File: src/rtl/bfDecPkg.sv
package bfDecPkg;

  typedef struct packed {
    logic load;
    logic flip;
  } bfStrobe_t;

  // Check row reached by column col through row block rb (circulant code).
  function automatic int rowOf(input int col, input int rb, input int p);
    int b;
    int t;
    b = col / p;
    t = col % p;
    return rb * p + ((t + rb * b) % p);
  endfunction

endpackage

File: src/rtl/bfMaxTree.sv
module bfMaxTree #(
  parameter int NL = 25,
  parameter int W  = 3
) (
  input  logic [NL*W-1:0] leafs,
  output logic [W-1:0]    maxVal
);
  localparam int LV = $clog2(NL);
  localparam int L  = 1 << LV;

  logic [W-1:0] node [2*L-1];

  genvar j, i;
  generate
    for (j = 0; j < L; j++) begin : g_leaf
      if (j < NL) begin : g_used
        assign node[L-1+j] = leafs[j*W +: W];
      end else begin : g_pad
        assign node[L-1+j] = '0;
      end
    end
    for (i = 0; i < L-1; i++) begin : g_cmp
      assign node[i] = (node[2*i+1] >= node[2*i+2]) ? node[2*i+1] : node[2*i+2];
    end
  endgenerate

  assign maxVal = node[0];
endmodule

File: src/rtl/bfDatapath.sv
module bfDatapath import bfDecPkg::*; #(
  parameter int P  = 5,
  parameter int DV = 3,
  parameter int DC = 5
) (
  input  logic                clk,
  input  logic                rstN,
  input  bfStrobe_t           strobe,
  input  logic [P*DC-1:0]     rxWord,
  input  logic [P*DC-1:0]     randEn,
  output logic                synZero,
  output logic [P*DC-1:0]     decWord
);
  localparam int N  = P * DC;
  localparam int M  = P * DV;
  localparam int MW = $clog2(DV + 2);

  logic [N-1:0]    varReg;
  logic [N-1:0]    rxReg;
  logic [M-1:0]    syn;
  logic [N*MW-1:0] metricFlat;
  logic [MW-1:0]   thr;
  logic [N-1:0]    isMax;

  always_comb begin
    syn = '0;
    for (int c = 0; c < N; c++) begin
      for (int r = 0; r < DV; r++) begin
        syn[rowOf(c, r, P)] = syn[rowOf(c, r, P)] ^ varReg[c];
      end
    end
  end

  assign synZero = (syn == '0);

  always_comb begin
    metricFlat = '0;
    for (int c = 0; c < N; c++) begin
      metricFlat[c*MW +: MW] = MW'(varReg[c] ^ rxReg[c]);
      for (int r = 0; r < DV; r++) begin
        metricFlat[c*MW +: MW] = metricFlat[c*MW +: MW] + MW'(syn[rowOf(c, r, P)]);
      end
    end
  end

  bfMaxTree #(.NL(N), .W(MW)) maxTree (
    .leafs  (metricFlat),
    .maxVal (thr)
  );

  always_comb begin
    for (int c = 0; c < N; c++) begin
      isMax[c] = (metricFlat[c*MW +: MW] == thr);
    end
  end

  always_ff @(posedge clk or negedge rstN) begin
    if (!rstN) begin
      varReg <= '0;
      rxReg  <= '0;
    end else if (strobe.load) begin
      varReg <= rxWord;
      rxReg  <= rxWord;
    end else if (strobe.flip) begin
      varReg <= varReg ^ (isMax & randEn);
    end
  end

  assign decWord = varReg;
endmodule

File: src/rtl/bfControl.sv
module bfControl import bfDecPkg::*; #(
  parameter int IMAX = 20
) (
  input  logic      clk,
  input  logic      rstN,
  input  logic      start,
  input  logic      synZero,
  output bfStrobe_t strobe,
  output logic      busy,
  output logic      done,
  output logic      success
);
  localparam int IW = $clog2(IMAX + 1);

  typedef enum logic {ST_IDLE, ST_RUN} bfState_t;

  bfState_t      state;
  logic [IW-1:0] iterCnt;
  logic          limitHit;

  assign limitHit    = (iterCnt == IW'(IMAX));
  assign strobe.load = (state == ST_IDLE) && start;
  assign strobe.flip = (state == ST_RUN) && !synZero && !limitHit;
  assign busy        = (state == ST_RUN);

  always_ff @(posedge clk or negedge rstN) begin
    if (!rstN) begin
      state   <= ST_IDLE;
      iterCnt <= '0;
      done    <= 1'b0;
      success <= 1'b0;
    end else begin
      done <= 1'b0;
      case (state)
        ST_IDLE: begin
          if (start) begin
            state   <= ST_RUN;
            iterCnt <= '0;
            success <= 1'b0;
          end
        end
        ST_RUN: begin
          if (synZero) begin
            state   <= ST_IDLE;
            done    <= 1'b1;
            success <= 1'b1;
          end else if (limitHit) begin
            state   <= ST_IDLE;
            done    <= 1'b1;
            success <= 1'b0;
          end else begin
            iterCnt <= iterCnt + 1'b1;
          end
        end
        default: state <= ST_IDLE;
      endcase
    end
  end
endmodule

File: src/rtl/bfDecoder.sv
module bfDecoder import bfDecPkg::*; #(
  parameter int P    = 5,
  parameter int DV   = 3,
  parameter int DC   = 5,
  parameter int IMAX = 20,
  localparam int N   = P * DC
) (
  input  logic         clk,
  input  logic         rstN,
  input  logic         start,
  input  logic [N-1:0] rxWord,
  input  logic [N-1:0] randEn,
  output logic         busy,
  output logic         done,
  output logic         success,
  output logic [N-1:0] decWord
);
  bfStrobe_t strobe;
  logic      synZero;

  bfControl #(.IMAX(IMAX)) ctrl (
    .clk     (clk),
    .rstN    (rstN),
    .start   (start),
    .synZero (synZero),
    .strobe  (strobe),
    .busy    (busy),
    .done    (done),
    .success (success)
  );

  bfDatapath #(.P(P), .DV(DV), .DC(DC)) dpath (
    .clk     (clk),
    .rstN    (rstN),
    .strobe  (strobe),
    .rxWord  (rxWord),
    .randEn  (randEn),
    .synZero (synZero),
    .decWord (decWord)
  );
endmodule

File: config.mk
export PLATFORM = sky130hd
export DESIGN_NAME = bfDecoder
export DESIGN_NICKNAME = d
export VERILOG_FILES = /design/src/rtl/bfDecPkg.sv /design/src/rtl/bfMaxTree.sv /design/src/rtl/bfDatapath.sv /design/src/rtl/bfControl.sv /design/src/rtl/bfDecoder.sv
export SDC_FILE = /design/constraint.sdc
export NUM_CORES = 1
export LEC_CHECK = 0
export ABC_AREA = 0
export BUFFER_PORTS_ARGS = -buffer_cell sky130_fd_sc_hd__buf_2
export CAP_MARGIN = 0
export CELL_PAD_IN_SITES_DETAIL_PLACEMENT = 1
export CELL_PAD_IN_SITES_GLOBAL_PLACEMENT = 2
export CORE_MARGIN = 1.5
export CORE_UTILIZATION = 38
export CTS_BUF_LIST = sky130_fd_sc_hd__clkbuf_2
export CTS_CLUSTER_SIZE = 16
export DETAILED_ROUTE_END_ITERATION = 8
export PLACE_DENSITY_LB_ADDON = 0.1
export SLEW_MARGIN = 20
export SYNTH_ARGS = -nofsm -noshare
export SYNTH_HDL_FRONTEND = slang
export SYNTH_SLANG_ARGS = --single-unit
File: constraint.sdc
create_clock -name clk -period 12.1 [get_ports clk]
set_input_delay 0.605 -clock clk [delete_from_list [all_inputs] [get_ports clk]]
set_output_delay 0.605 -clock clk [all_outputs]
set_load 0.005 [all_outputs]
After elaboration in Yosys (flattened, before gate mapping)
Index checks and enable logic that the tools add are counted.

Add/sub/neg operators: 76. Multipliers: 0. Divide/modulo/power cells: 0. $lt $le $gt $ge: 27. Equal/unequal tests: 30. Shift operators: 0. Muxes and demuxes: 44. Bitwise gates (word level): 88. Reduce and logical (&&, ||, !) cells: 9.

Operator list (count): $add 3x1->3 (75); $xor 1x1->1 (85); $mux 3 (27); $eq 3x3->1 (25); $ge 3x3->1 (24); $mux 25 (2); $and 25x25->25 (1); $xor 25x25->25 (1); $logic_not 15->1 (1); $mux 5 (3); $pmux 5 s2 (1); $ge 3x1->1 const B (3); $mux 1 (9); $ne 2x2->1 const B (3); $add 5x1->5 const B (1); $eq 5x5->1 const B (1); $pmux 1 s2 (2); $logic_and 1x1->1 (3); $ne 3x2->1 const B (1); $reduce_and 3->1 (1); $logic_not 1->1 (2); $reduce_and 2->1 (1); $reduce_bool 2->1 (1); $not 1->1 (1).

Register bits after elaboration: 58. Bits in latches: 0. Bits in writable memories: 0. ROM bits: 0. Input port bits: 53. Output and inout bits: 28. Word-level logic and storage cells: 280. Memories: 0.

Longest topological paths before layout
Depth in word-level cells: 22. Gate-level depth with buffers: 46. Mapped depth without buffers: 44.

Hierarchy
A second synthesis with hierarchy kept.

Cells, all modules: 883. Area total of the unflattened synthesis: 8443.1 um2.

Modules (own cells, without submodules): bfDatapath (instances 1, cells an instance 504, area an instance 5456.5 um2); bfMaxTree (instances 1, cells an instance 334, area an instance 2542.4 um2); bfControl (instances 1, cells an instance 45, area an instance 444.2 um2).

Least setup slack after synthesis
Ideal clock, no wire load.

Kind: reg-to-reg. Start point: reg dpath.varReg[11], in the netlist dpath.decWord[11]. End point: reg dpath.varReg[2], in the netlist dpath.decWord[2]. Library setup time: 132 ps. Arrival time: 9076 ps. Setup slack: 2891 ps. Stages on the path, launching flop included: 44. Path buffers: 2. Clock period less this slack: 9209 ps. Cell sequence: dfrtp_1 -> buf_2 -> xnor2_1 -> xnor2_1 -> xnor2_1 -> xor2_1 -> ha_1 -> ha_1 -> ha_1 -> nand2b_1 -> maj3_1 -> o21ai_0 -> o311ai_2 -> mux2i_1 -> ha_1 -> a21oi_1 -> nand2_1 -> mux2i_1 -> (+8 left out) -> nand2b_1 -> a21o_1 -> a21o_1 -> nor2_1 -> a32oi_1 -> and2_1 -> ha_1 -> nand2b_1 -> a21o_1 -> a21oi_1 -> a31oi_1 -> a32oi_1 -> buf_2 -> xnor2_1 -> nand3_1 -> a221oi_2 -> xnor2_1 -> o21ai_1.

Cells in the longest elaborated chain, start to end: 21. Elaborated cells on any way between the ends: 97. Those cells by class: add/sub: 27; order compare: 25; eq/ne: 1; mux: 27; bitwise: 12; reduce/logical: 5.

RTL lines: start, declared (line bfDatapath.sv:18) `logic [N-1:0] varReg;`; start signal, assigned (line bfDatapath.sv:62) `varReg <= rxWord;`; start signal, assigned (line bfDatapath.sv:65) `varReg <= varReg ^ (isMax & randEn);`; $xor 1x1->1 (3 in a row) (line bfDatapath.sv:29) `syn[rowOf(c, r, P)] = syn[rowOf(c, r, P)] ^ varReg[c];`; $add 3x1->3 (3 in a row) (line bfDatapath.sv:41) `metricFlat[c*MW +: MW] = metricFlat[c*MW +: MW] + MW'(syn[rowOf(c, r, P)]);`; $ge 3x3->1 (line bfMaxTree.sv:23) `assign node[i] = (node[2*i+1] >= node[2*i+2]) ? node[2*i+1] : node[2*i+2];`; $mux 3 (line bfMaxTree.sv:23); $ge 3x3->1 (line bfMaxTree.sv:23); $mux 3 (line bfMaxTree.sv:23); $ge 3x3->1 (line bfMaxTree.sv:23); $mux 3 (line bfMaxTree.sv:23); $ge 3x3->1 (line bfMaxTree.sv:23); $mux 3 (line bfMaxTree.sv:23); $ge 3x3->1 (line bfMaxTree.sv:23); $mux 3 (line bfMaxTree.sv:23); $eq 3x3->1 (line bfDatapath.sv:53) `isMax[c] = (metricFlat[c*MW +: MW] == thr);`; $and 25x25->25 (line bfDatapath.sv:65); $xor 25x25->25 (line bfDatapath.sv:65); $mux 25 (line bfDatapath.sv:64) `end else if (strobe.flip) begin`; $mux 25 (line bfDatapath.sv:61) `end else if (strobe.load) begin`.

Parallel ways exist; a longest one is shown, timed or not. The select of a mux whose other input is x is not followed. A chain may end at the register's enable or synchronous reset.

Worst setup path after layout
Start point: reg dpath.varReg[22], in the netlist dpath.decWord[22]. End point: reg dpath.varReg[11], in the netlist dpath.decWord[11].

Cells in the longest elaborated chain, start to end: 19. Elaborated cells on any way between the ends: 87. Those cells by class: add/sub: 27; order compare: 23; eq/ne: 1; mux: 25; bitwise: 6; reduce/logical: 5.

RTL lines (line): $xor 1x1->1 (on tied branches) (bfDatapath.sv:29, bfDatapath.sv:39); $add 3x1->3 (3 in a row) (bfDatapath.sv:41); $ge 3x3->1 (bfMaxTree.sv:23); $mux 3 (bfMaxTree.sv:23); $ge 3x3->1 (bfMaxTree.sv:23); $mux 3 (bfMaxTree.sv:23); $ge 3x3->1 (bfMaxTree.sv:23); $mux 3 (bfMaxTree.sv:23); $ge 3x3->1 (bfMaxTree.sv:23); $mux 3 (bfMaxTree.sv:23); $ge 3x3->1 (bfMaxTree.sv:23); $mux 3 (bfMaxTree.sv:23); $eq 3x3->1 (bfDatapath.sv:53); $and 25x25->25 (bfDatapath.sv:65); $xor 25x25->25 (bfDatapath.sv:65); $mux 25 (bfDatapath.sv:64); $mux 25 (bfDatapath.sv:61).

Parallel ways exist; a longest one is shown, timed or not. The select of a mux whose other input is x is not followed.

==> out/summary.txt <==
Setup Skew -> 0.0233 ns
Avg Synthesized Cell Area -> 8.25 um^2
xor and xnor area share after synthesis -> 0.158
adder-cell share of the synthesized area -> 0.193
WL per Instance -> 19.8 um
crit start category -> flop
Reg-to-Reg End -> dpath.decWord[11]$_DFFE_PN0P_
diodes inserted -> 0
Die Area -> 0.0248 mm^2
Post-CTS Repair Setup Buffers -> 0
Mapped Area -> 0.00908 mm^2
vias per cell -> 5.46
DRT Wirelength -> 29.3 mm
Worst path max stage delay -> 0.80 ns
synthesized instance count -> 1,101
fmax -> 93.6 MHz
Crit path top cell by count -> ha_1
largest family of logic cells by synthesized area -> compound AO/OA/AOI/OAI gates
worst setup path startpoint -> dpath.decWord[22]$_DFFE_PN0P_
most frequent cells in the layout -> ha_1, xnor2_1, nand2_1
Final min period -> 10.68 ns
Post-synth ARST share -> 1.00
Clock Latency Late Sink -> 0.54 ns
RSZ-0062 raised after global routing -> false
Post-CTS Resized -> 0
Filler cells -> 2,913
reg-to-reg startpoint -> dpath.decWord[22]$_DFFE_PN0P_
Die Y -> 158 um
slowest CP cell -> a221o_1
DR vias -> 8,076
initial drt markers -> 386
H-Tree Depth -> 3
register area share after synthesis -> 0.160
first-pass GRT wire length -> 47.9 mm
Pins Over Slew Limit -> 0
mux contribution to synthesized area -> 0.0360
All-Layer GR Usage -> 0.252
pin count of the biggest net entering global routing -> 59
CP Capture Type -> flop
TritonCTS Buffers -> 9
Distinct cells, synth -> 80
Worst R2R Path Depth -> 41
Primary FF master, synth -> dfrtp_1
Starting Density -> 0.387
share of cells above drive strength 1 -> 0.156
Critical Path RT -> 12.51 ns
Slew headroom -> 0.298
Yosys warnings -> 0
chip width -> 158 um
reg-to-reg slack, setup -> 1.42 ns
HPWL Detailed -> 23.6 mm
Area Overhead vs Synth -> 8.85%
io pins -> 81
Cells after DPL -> 1,463
multi-input logic area -> 0.00703 mm^2
outcome -> completed
Slew @ Worst Pin -> 1.05 ns
commonest non-fill, non-tap cell in the layout -> ha_1
Syn Nets -> 1,287
CTS root buf -> clkbuf_2
compound-gate portion of the synthesized area -> 0.209
TritonCTS clock tree -> done
Synth Area in Simple Gates -> 0.174
core area -> 0.0235 mm^2
Worst Path Max Fanout -> 28
Final Non-Filler Cells -> 1,479
remaining antenna violation count -> 0
critical path arrival -> 11.09 ns
maximum clock path buffer count -> 2
detailed-route DRC error count -> 0
Net count, final -> 1,341
gr ovfl total -> 0
Final setup viols -> 0
Worst-path clk slew -> 0.18 ns
vias in the first global route -> 8,433
final-report hold violation count -> 0
port bufs -> 80
RD Place Congestion -> 0.805
Final period util -> 0.883
setup TNS -> 0 ns
flops & latches, synth -> 58
Hold/Removal Path Class -> in2async
FF/Latch Area -> 0.00145 mm^2
type of the worst setup path -> reg2reg
max-cap violations -> 0
Post-synth EDFFs -> 0
clock sinks -> 58
Post-CTS Hold Fix Bufs -> 0
Std-Cell Rows -> 56
final hold slack -> 0.167 ns
antenna violations before repair -> 0
DR pass1 iterations -> 5
==> worst max path at each step <==
stage	end	slack (ns)
floorplan	dpath.decWord[2]$_DFFE_PN0P_	2.89
global placement	dpath.decWord[11]$_DFFE_PN0P_	1.73
detailed placement	dpath.decWord[11]$_DFFE_PN0P_	1.61
CTS	dpath.decWord[11]$_DFFE_PN0P_	1.51
global route	dpath.decWord[11]$_DFFE_PN0P_	0.59
finish	dpath.decWord[11]$_DFFE_PN0P_	1.42
==> routing by layer <==
layer  vias to the layer above  global-route usage  routed length, um
li1                       3975                   -                  -
met1                      3930               0.326              13500
met2                       128               0.442              14300
met3                        43              0.0298                787
met4                         0              0.0687                773
met5                         -                   0                  0
==> worst max-delay path, delay by kind of cell, from the launching register on <==
kind	cells	cell delay [ns]
buffers and inverters	4	0.73
and+or+nand+nor	9	1.14
xor gates and xnor gates	5	1.46
DFF	1	0.60
AOI/OAI and AO/OA	15	3.89
muxes	1	0.51
adders and majority gates	7	2.19
==> sequential cells by signal, indices dropped and copies added, names as in the netlist <==
register       flops
ctrl.done          1
ctrl.iterCnt       5
dpath.rxReg       25
ctrl.success       1
ctrl.busy          1
dpath.decWord     25
==> area by class of cell <==
class	count	share of cell area
clock buffers	11	0.00557
multi-input cells	898	0.711
inverters	85	0.0323
repair buffers	103	0.0580
flip-flops and latches	58	0.147
well taps	319	0.0404
clock inverters	5	0.00557
==> cells in the mapped netlist, drive strengths merged (5+ instances only) <==
cell type	number	area share
a21o	24	0.020
a21oi	41	0.023
a221oi	25	0.041
and2	8	0.0055
buf	33	0.024
clkbuf	27	0.011
dfrtp	58	0.16
fa	5	0.011
ha	128	0.18
inv	85	0.035
maj3	5	0.0055
mux2	10	0.012
mux2i	21	0.024
nand2	99	0.041
nand2b	21	0.014
nand3	31	0.017
nor2	36	0.015
nor2b	20	0.014
nor3	10	0.0061
nor4	9	0.0092
o211a	5	0.0055
o211ai	6	0.0050
o21a	7	0.0058
o21ai	97	0.053
o21bai	15	0.012
or2	5	0.0034
or3	50	0.034
xnor2	131	0.13
xor2	27	0.026
==> metrics by stage <==
step                      setup WS [ns]  cell area [um^2]   util
after floorplan                    2.89              9080      -
after global placement             1.73              9760  0.416
after detailed placement           1.61              9760  0.416
after CTS                          1.51              9870  0.421
after global routing              0.591              9880  0.421
final                              1.42              9880  0.421
==> logic make-up after synthesis <==
logic type	count (synthesis)
buffers and inverters	145
and+or+nand+nor	305
adders and majority gates	138
muxes	31
AOI/OAI and AO/OA	265
xor gates and xnor gates	159
DFF	58
Power is left out: the tool's default activity adds up to more than one toggle a clock period on the data nets, which glitch-free logic cannot reach.
